[src/rtl/mem_ops_pkg.sv]
package mem_ops_pkg;

  typedef enum logic [3:0] {
    ST_IDLE,
    ST_RD,
    ST_WR,
    ST_CP_RA,
    ST_CP_CAP,
    ST_CP_WB,
    ST_SW_RA,
    ST_SW_RB,
    ST_SW_CAPB,
    ST_SW_WA,
    ST_SW_WB
  } seq_state_e;

  // Step controls from the sequencer to the datapath
  typedef struct packed {
    logic ld_ops;    // sample operand inputs
    logic op_dma;    // first address from transfer side
    logic ld_d_cpu;  // data register <- cpu data
    logic rd_en;     // read access this cycle
    logic wr_en;     // write access this cycle
    logic sel_b;     // use second address
    logic ld_d_mem;  // data register <- read-back word
    logic ld_t;      // temporary register <- read-back word
    logic wsrc_t;    // write data from temporary register
  } seq_ctrl_t;

endpackage

[src/rtl/mo_rst_sync.sv]
module mo_rst_sync #(
  parameter int STAGES = 2
) (
  input  logic clk,
  input  logic rst_n_async,
  output logic rst_n_sync
);

  logic [STAGES-1:0] sync_q;

  always_ff @(posedge clk or negedge rst_n_async) begin
    if (!rst_n_async) sync_q <= '0;
    else              sync_q <= {sync_q[STAGES-2:0], 1'b1};
  end

  assign rst_n_sync = sync_q[STAGES-1];

endmodule

[src/rtl/mo_bank.sv]
module mo_bank #(
  parameter int WORD_W = 4,
  parameter int IDX_W  = 3
) (
  input  logic              clk,
  input  logic              rst_n,
  input  logic              rd_en,
  input  logic              wr_en,
  input  logic [IDX_W-1:0]  idx,
  input  logic [WORD_W-1:0] wdata,
  output logic [WORD_W-1:0] rdata
);

  localparam int DEPTH = 1 << IDX_W;

  logic [WORD_W-1:0] mem_q [DEPTH];
  logic [WORD_W-1:0] rdata_q;

  always_ff @(posedge clk or negedge rst_n) begin
    if (!rst_n) begin
      for (int i = 0; i < DEPTH; i++) mem_q[i] <= '0;
      rdata_q <= '0;
    end else begin
      if (wr_en) mem_q[idx] <= wdata;
      if (rd_en) rdata_q    <= mem_q[idx];
    end
  end

  assign rdata = rdata_q;


  rd_wr_excl_chk: assert property (@(posedge clk) disable iff (!rst_n)
    !(rd_en && wr_en));


  rdata_hold_chk: assert property (@(posedge clk) disable iff (!rst_n)
    !rd_en |=> $stable(rdata));

endmodule

[src/rtl/mo_sequencer.sv]
module mo_sequencer
  import mem_ops_pkg::*;
(
  input  logic      clk,
  input  logic      rst_n,
  input  logic      go_rd,
  input  logic      go_wr,
  input  logic      go_cp,
  input  logic      go_sw,
  output seq_ctrl_t ctrl,
  output logic      busy,
  output logic      done
);

  seq_state_e state_q, state_d;
  logic       fin;
  logic       done_q;

  always_comb begin
    state_d = state_q;
    ctrl    = '0;
    fin     = 1'b0;
    case (state_q)
      ST_IDLE: begin
        if (go_rd) begin
          ctrl.ld_ops = 1'b1;
          state_d     = ST_RD;
        end else if (go_wr) begin
          ctrl.ld_ops   = 1'b1;
          ctrl.ld_d_cpu = 1'b1;
          state_d       = ST_WR;
        end else if (go_cp) begin
          ctrl.ld_ops = 1'b1;
          ctrl.op_dma = 1'b1;
          state_d     = ST_CP_RA;
        end else if (go_sw) begin
          ctrl.ld_ops = 1'b1;
          ctrl.op_dma = 1'b1;
          state_d     = ST_SW_RA;
        end
      end
      ST_RD: begin
        ctrl.rd_en = 1'b1;
        fin        = 1'b1;
        state_d    = ST_IDLE;
      end
      ST_WR: begin
        ctrl.wr_en = 1'b1;
        fin        = 1'b1;
        state_d    = ST_IDLE;
      end
      ST_CP_RA: begin
        ctrl.rd_en = 1'b1;
        state_d    = ST_CP_CAP;
      end
      ST_CP_CAP: begin
        ctrl.ld_d_mem = 1'b1;
        state_d       = ST_CP_WB;
      end
      ST_CP_WB: begin
        ctrl.wr_en = 1'b1;
        ctrl.sel_b = 1'b1;
        fin        = 1'b1;
        state_d    = ST_IDLE;
      end
      ST_SW_RA: begin
        ctrl.rd_en = 1'b1;
        state_d    = ST_SW_RB;
      end
      ST_SW_RB: begin
        ctrl.rd_en    = 1'b1;
        ctrl.sel_b    = 1'b1;
        ctrl.ld_d_mem = 1'b1;
        state_d       = ST_SW_CAPB;
      end
      ST_SW_CAPB: begin
        ctrl.ld_t = 1'b1;
        state_d   = ST_SW_WA;
      end
      ST_SW_WA: begin
        ctrl.wr_en  = 1'b1;
        ctrl.wsrc_t = 1'b1;
        state_d     = ST_SW_WB;
      end
      ST_SW_WB: begin
        ctrl.wr_en = 1'b1;
        ctrl.sel_b = 1'b1;
        fin        = 1'b1;
        state_d    = ST_IDLE;
      end
      default: state_d = ST_IDLE;
    endcase
  end

  always_ff @(posedge clk or negedge rst_n) begin
    if (!rst_n) begin
      state_q <= ST_IDLE;
      done_q  <= 1'b0;
    end else begin
      state_q <= state_d;
      done_q  <= fin;
    end
  end

  assign busy = (state_q != ST_IDLE);
  assign done = done_q;


  done_pulse_chk: assert property (@(posedge clk) disable iff (!rst_n)
    done |=> !done);


  done_after_busy_chk: assert property (@(posedge clk) disable iff (!rst_n)
    $rose(done) |-> $past(busy));


  entry_from_idle_chk: assert property (@(posedge clk) disable iff (!rst_n)
    (state_q inside {ST_RD, ST_WR, ST_CP_RA, ST_SW_RA}) |-> $past(state_q) == ST_IDLE);

endmodule

[src/rtl/mo_datapath.sv]
module mo_datapath
  import mem_ops_pkg::*;
#(
  parameter int ADDR_W = 4,
  parameter int WORD_W = 4
) (
  input  logic                         clk,
  input  logic                         rst_n,
  input  seq_ctrl_t                    ctrl,
  input  logic [ADDR_W-1:0]            cpu_addr,
  input  logic [WORD_W-1:0]            cpu_data,
  input  logic [ADDR_W-1:0]            dma_addr_a,
  input  logic [ADDR_W-1:0]            dma_addr_b,
  input  logic [1:0][WORD_W-1:0]       bank_rdata,
  output logic [1:0]                   bank_rd,
  output logic [1:0]                   bank_wr,
  output logic [ADDR_W-2:0]            bank_idx,
  output logic [WORD_W-1:0]            bank_wdata
);

  localparam int NB = 2;

  logic [ADDR_W-1:0] addr_a_q, addr_b_q;
  logic [WORD_W-1:0] dreg_q, treg_q;
  logic              rd_bank_q;
  logic [ADDR_W-1:0] cur_addr;
  logic              cur_bank;
  logic [WORD_W-1:0] rback;

  // Operand capture: first address comes from the selected side
  always_ff @(posedge clk or negedge rst_n) begin
    if (!rst_n) begin
      addr_a_q <= '0;
      addr_b_q <= '0;
    end else if (ctrl.ld_ops) begin
      addr_a_q <= ctrl.op_dma ? dma_addr_a : cpu_addr;
      addr_b_q <= dma_addr_b;
    end
  end

  assign rback = bank_rdata[rd_bank_q];

  // Data and temporary holding registers
  always_ff @(posedge clk or negedge rst_n) begin
    if (!rst_n) begin
      dreg_q <= '0;
      treg_q <= '0;
    end else begin
      if (ctrl.ld_d_cpu)      dreg_q <= cpu_data;
      else if (ctrl.ld_d_mem) dreg_q <= rback;
      if (ctrl.ld_t)          treg_q <= rback;
    end
  end

  // Remember which bank the last read went to
  always_ff @(posedge clk or negedge rst_n) begin
    if (!rst_n)          rd_bank_q <= 1'b0;
    else if (ctrl.rd_en) rd_bank_q <= cur_bank;
  end

  assign cur_addr   = ctrl.sel_b ? addr_b_q : addr_a_q;
  assign cur_bank   = cur_addr[ADDR_W-1];
  assign bank_idx   = cur_addr[ADDR_W-2:0];
  assign bank_wdata = ctrl.wsrc_t ? treg_q : dreg_q;

  for (genvar g = 0; g < NB; g++) begin : g_bank_sel
    assign bank_rd[g] = ctrl.rd_en && (cur_bank == 1'(g));
    assign bank_wr[g] = ctrl.wr_en && (cur_bank == 1'(g));
  end


  one_access_chk: assert property (@(posedge clk) disable iff (!rst_n)
    $onehot0({bank_rd, bank_wr}));


  ops_hold_chk: assert property (@(posedge clk) disable iff (!rst_n)
    !ctrl.ld_ops |=> $stable(addr_a_q) && $stable(addr_b_q));

endmodule

[src/rtl/mem_ops_ctrl.sv]
module mem_ops_ctrl
  import mem_ops_pkg::*;
#(
  parameter int ADDR_W     = 4,
  parameter int WORD_W     = 4,
  parameter int RST_STAGES = 2
) (
  input  logic              clk,
  input  logic              rst_n,
  input  logic              go_rd,
  input  logic              go_wr,
  input  logic              go_cp,
  input  logic              go_sw,
  input  logic [ADDR_W-1:0] cpu_addr,
  input  logic [WORD_W-1:0] cpu_data,
  input  logic [ADDR_W-1:0] dma_addr_a,
  input  logic [ADDR_W-1:0] dma_addr_b,
  output logic [WORD_W-1:0] disp_lo,
  output logic [WORD_W-1:0] disp_hi,
  output logic              done
);

  localparam int NB    = 2;
  localparam int IDX_W = ADDR_W - 1;

  logic                   rst_n_i;
  seq_ctrl_t              ctrl;
  logic                   busy;
  logic [NB-1:0][WORD_W-1:0] bank_rdata;
  logic [NB-1:0]          bank_rd, bank_wr;
  logic [IDX_W-1:0]       bank_idx;
  logic [WORD_W-1:0]      bank_wdata;

  mo_rst_sync #(.STAGES(RST_STAGES)) i_rst_sync (
    .clk         (clk),
    .rst_n_async (rst_n),
    .rst_n_sync  (rst_n_i)
  );

  mo_sequencer i_seq (
    .clk   (clk),
    .rst_n (rst_n_i),
    .go_rd (go_rd),
    .go_wr (go_wr),
    .go_cp (go_cp),
    .go_sw (go_sw),
    .ctrl  (ctrl),
    .busy  (busy),
    .done  (done)
  );

  mo_datapath #(.ADDR_W(ADDR_W), .WORD_W(WORD_W)) i_dp (
    .clk        (clk),
    .rst_n      (rst_n_i),
    .ctrl       (ctrl),
    .cpu_addr   (cpu_addr),
    .cpu_data   (cpu_data),
    .dma_addr_a (dma_addr_a),
    .dma_addr_b (dma_addr_b),
    .bank_rdata (bank_rdata),
    .bank_rd    (bank_rd),
    .bank_wr    (bank_wr),
    .bank_idx   (bank_idx),
    .bank_wdata (bank_wdata)
  );

  for (genvar g = 0; g < NB; g++) begin : g_bank
    mo_bank #(.WORD_W(WORD_W), .IDX_W(IDX_W)) i_bank (
      .clk   (clk),
      .rst_n (rst_n_i),
      .rd_en (bank_rd[g]),
      .wr_en (bank_wr[g]),
      .idx   (bank_idx),
      .wdata (bank_wdata),
      .rdata (bank_rdata[g])
    );
  end

  assign disp_lo = bank_rdata[0];
  assign disp_hi = bank_rdata[1];


  disp_idle_hold_chk: assert property (@(posedge clk) disable iff (!rst_n_i)
    !busy |=> $stable({disp_lo, disp_hi}));

endmodule

[config.mk]
export PLATFORM = sky130hd
export DESIGN_NAME = mem_ops_ctrl
export DESIGN_NICKNAME = d
export VERILOG_FILES = /design/src/rtl/mem_ops_pkg.sv /design/src/rtl/mo_rst_sync.sv /design/src/rtl/mo_bank.sv /design/src/rtl/mo_sequencer.sv /design/src/rtl/mo_datapath.sv /design/src/rtl/mem_ops_ctrl.sv
export SDC_FILE = /design/constraint.sdc
export NUM_CORES = 1
export LEC_CHECK = 0
export ABC_AREA = 1
export BUFFER_PORTS_ARGS = -buffer_cell sky130_fd_sc_hd__buf_4
export CORE_MARGIN = 3
export CORE_UTILIZATION = 60
export CTS_CLUSTER_SIZE = 20
export DETAILED_ROUTE_END_ITERATION = 12
export GPL_TIMING_DRIVEN = 0
export PLACE_DENSITY = 0.84
export SYNTH_ARGS = -nofsm -noshare
export SYNTH_HDL_FRONTEND = slang
export SYNTH_HIERARCHICAL = 1
export SYNTH_SLANG_ARGS = --single-unit
[constraint.sdc]
create_clock -name clk -period 7.8 [get_ports clk]
set_input_delay 1.17 -clock clk [delete_from_list [all_inputs] [get_ports clk]]
set_output_delay 1.17 -clock clk [all_outputs]
set_load 0.02 [all_outputs]
==> reports/metrics.csv <==
metric,value,unit
Post-synth top flop,dfrtp_1,
Crit Reg-Reg Endpoint,g_bank[1].i_bank/mem_q[30]$_DFFE_PN0P_,
"area leader, netlist",dfrtp_1,
postcts setup bufs,0,
vias in the first global route,3868,
"CTS clk-pin slew, worst paths",100,ps
crit path cell chain,inv_2 > nor2_2 > nand2_1 > nand2_2 > nand2_1 > nand2_1 > inv_2 > nand2_1 > nand2_1 > nor2_1 > inv_1 > nor2_1 > nand2_1 > nand2_1 > o21ai_0,
first-pass detailed-route iteration total,5,
hpwl dp,7600,um
Netlist cell types,21,
"Arr. time, crit path",2640,ps
max incr delay on CP,430,ps
number of routed nets with antenna violations,0,
Critical Path End Type,flip-flop,
Syn Area/Cell,7.36,um^2
total grt overflow,0,
critical path launch point type,flip-flop,
Area growth syn-to-layout,12.7,%
"top cells by area, synth","dfrtp_1 50%, nand2_1 18%, inv_1 8.6%, o21ai_0 8.0%, nand3_1 4.3%",
largest net degree at the start of global routing,70,
max-slew violation count,0,
Final setup violation count,0,
worst reg-to-reg setup slack,5400,ps
TritonCTS clock tree,done,
worst path required time,8040,ps
post-synthesis net count,670,
Remaining DRCs,0,
slowest CP cell,dfrtp_1,
layout cells sized above 1,12.7,%
GR Util All Layers,25.6,%
io pins,31,
"CP delay by family, top",simple AND/OR/NAND/NOR gates,
Via density,5.17,
Slew Limit Headroom,53.1,%
height of the chip,95.1,um
CTS root buf,clkbuf_8,
asr flop ratio synth,100,%
first-pass GRT wire length,17900,um
status,finished clean,
clock skew,10.7,ps
Ys Warns,6,
"EDFF count, synth",0,
Hold Path Class,flip-flop to asynchronous set/reset pin,
"Hold-fix buffers, CTS",0,
Critical Path Stages,15,
worst setup path start,i_seq/state_q[1]$_DFFE_PN0P_,
R2R depth,15,
Die Area,0.00905,mm^2
"Buf+Inv Stages, Crit Path",3,
worst setup path endpoint,g_bank[1].i_bank/mem_q[30]$_DFFE_PN0P_,
DR vias,4104,
CP max FO,8,
DR iter-0 viols,284,
GPL Wtd Cong,0.930,
cts bufs inserted,9,
min Tclk post-route,2400,ps
Skew-Pair Late Insertion Delay,360,ps
period utilization,30.8,%
fin util,71.8,%
number of cell rows,31,
total negative slack,0,ps
sequential element share of the synthesized area,50.4,%
Final Non-Filler Cells,794,
Avg WL per Cell,13.4,um
#FFs+latches synth,96,
Post-synth top cells,"229 x nand2_1, 109 x inv_1, 96 x dfrtp_1, 76 x o21ai_0, 41 x nand3_1",
fmax,416,MHz
WS Path Type,flip-flop to flip-flop,
max-cap viol count,0,
Pleak,2.79,nW
RSZ-0062 raised after global routing,no,
Initial Util,63.7,%
crit-path most repeated cell,nand2_1,
Final Hold Fails,0,
"IR drop worst, VDD",0.253,mV
clk sink count,96,
Least-Margin Pin Slew,695,ps
NumNets Final,712,
cts repair resizes,0,
Port Buffers,30,
final WL,10600,um
synthesized area,0.00477,mm^2
worst-case clock buffer depth,2,
setup ws final,5400,ps
reg2reg start,i_seq/state_q[1]$_DFFE_PN0P_,
most common cell in the netlist,nand2_1,
placed insts,778,
die width,95.1,um
Tot Pwr,2.25,mW
Pwr Density,418,mW/mm^2
Diodes inserted,0,
synthesized instance count,648,
H-Tree Depth,3,
Synth top area share,50.4,%
core area,0.00749,mm^2
initial antenna violation count,0,
pre-CTS WS,5520,ps
## cells in the final DEF (no fill, tap or decap)
cell,netlist,final
nand2_1,229,229
inv_1,109,109
dfrtp_1,96,95
o21ai_0,76,76
nand3_1,41,41
nor2_1,39,39
buf_4,4,34
clkbuf_8,0,13
nor2_2,12,12
buf_2,8,8
o211ai_1,8,8
inv_2,8,8
a21oi_1,5,5
nor2_4,4,4
nand2_2,2,2
clkinvlp_4,0,1
inv_6,0,1
bufinv_16,0,1
conb_1,1,1
dfrtp_4,0,1
nand2_4,1,1
nor4_2,1,1
o22ai_1,1,1
nor3_1,1,1
clkinv_1,1,1
o21ai_1,1,1
buf_16,0,1
## layer usage
metal / vias up / global-route usage, % / part of all wire (%)
li1: 2054 / - / -
met1: 1924 / 32.9 / 42
met2: 109 / 43.4 / 51
met3: 17 / 4.97 / 4.5
met4: 0 / 8.65 / 1.6
met5: - / 0 / 0
## worst min-delay path by stage
stage	slack [ps]	end
after floorplan	330	i_rst_sync/sync_q[1]$_DFF_PN0_
after global placement	340	i_rst_sync/sync_q[1]$_DFF_PN0_
after detailed placement	250	g_bank[0].i_bank/mem_q[29]$_DFFE_PN0P_
after CTS	260	g_bank[0].i_bank/mem_q[0]$_DFFE_PN0P_
after global routing	260	g_bank[0].i_bank/mem_q[0]$_DFFE_PN0P_
final	240	g_bank[0].i_bank/mem_q[11]$_DFFE_PN0P_
## sequential cells by signal, indices dropped and copies added (netlist names)
name	count
g_bank.i_bank/mem_q	64
i_dp/dreg_q	4
i_dp/treg_q	4
g_bank.i_bank/rdata	8
i_dp/rd_bank_q	1
i_seq/done	1
i_dp/addr_a_q	4
i_rst_sync/sync_q	2
i_seq/state_q	4
i_dp/addr_b_q	4
## kinds of logic after synthesis
| group | count (synthesis) | share of synthesized area (%) |
|---|---|---|
| AO/OA/AOI/OAI | 91 | 10.0 |
| buffers and inverters | 130 | 10.8 |
| flip-flops | 96 | 50.4 |
| other | 1 | 0.0786 |
| AND/OR/NAND/NOR | 330 | 28.8 |
## worst reg2reg max path, delay by kind of cell, from the launching register on
family	cells	cell delay, ps
buffers and inverters	3	210
AO/OA/AOI/OAI	1	90
flip-flops	1	430
AND/OR/NAND/NOR	11	1550
## stage by stage
| step | instance area, um^2 | hold WS (ps) |
|---|---|---|
| 3_5_place_dp | 5150 | 255 |
| 4_1_cts | 5370 | 256 |
| 6_report | 5370 | 242 |
| 5_1_grt | 5370 | 259 |
| 3_3_place_gp | 5120 | 336 |
| 2_1_floorplan | 4770 | 331 |
## power by group
part	switching, mW	internal [mW]	leakage [nW]
logic	0.717	0.357	1.45
registers	0.120	0.701	1.23
clock network	0.168	0.185	0.112
total	1.00	1.24	2.79
## area by class of cell
class	instances	area [um^2]
plain buffers	12	70.1
clock buffers	13	179
clock inverters	3	46.3
fillers	594	2110
inverters	118	443
multi-input cells	422	1850
flip-flops and latches	96	2410
well taps	99	124
repair buffers	31	253
No activity file was read; power rests on OpenSTA's default activity.
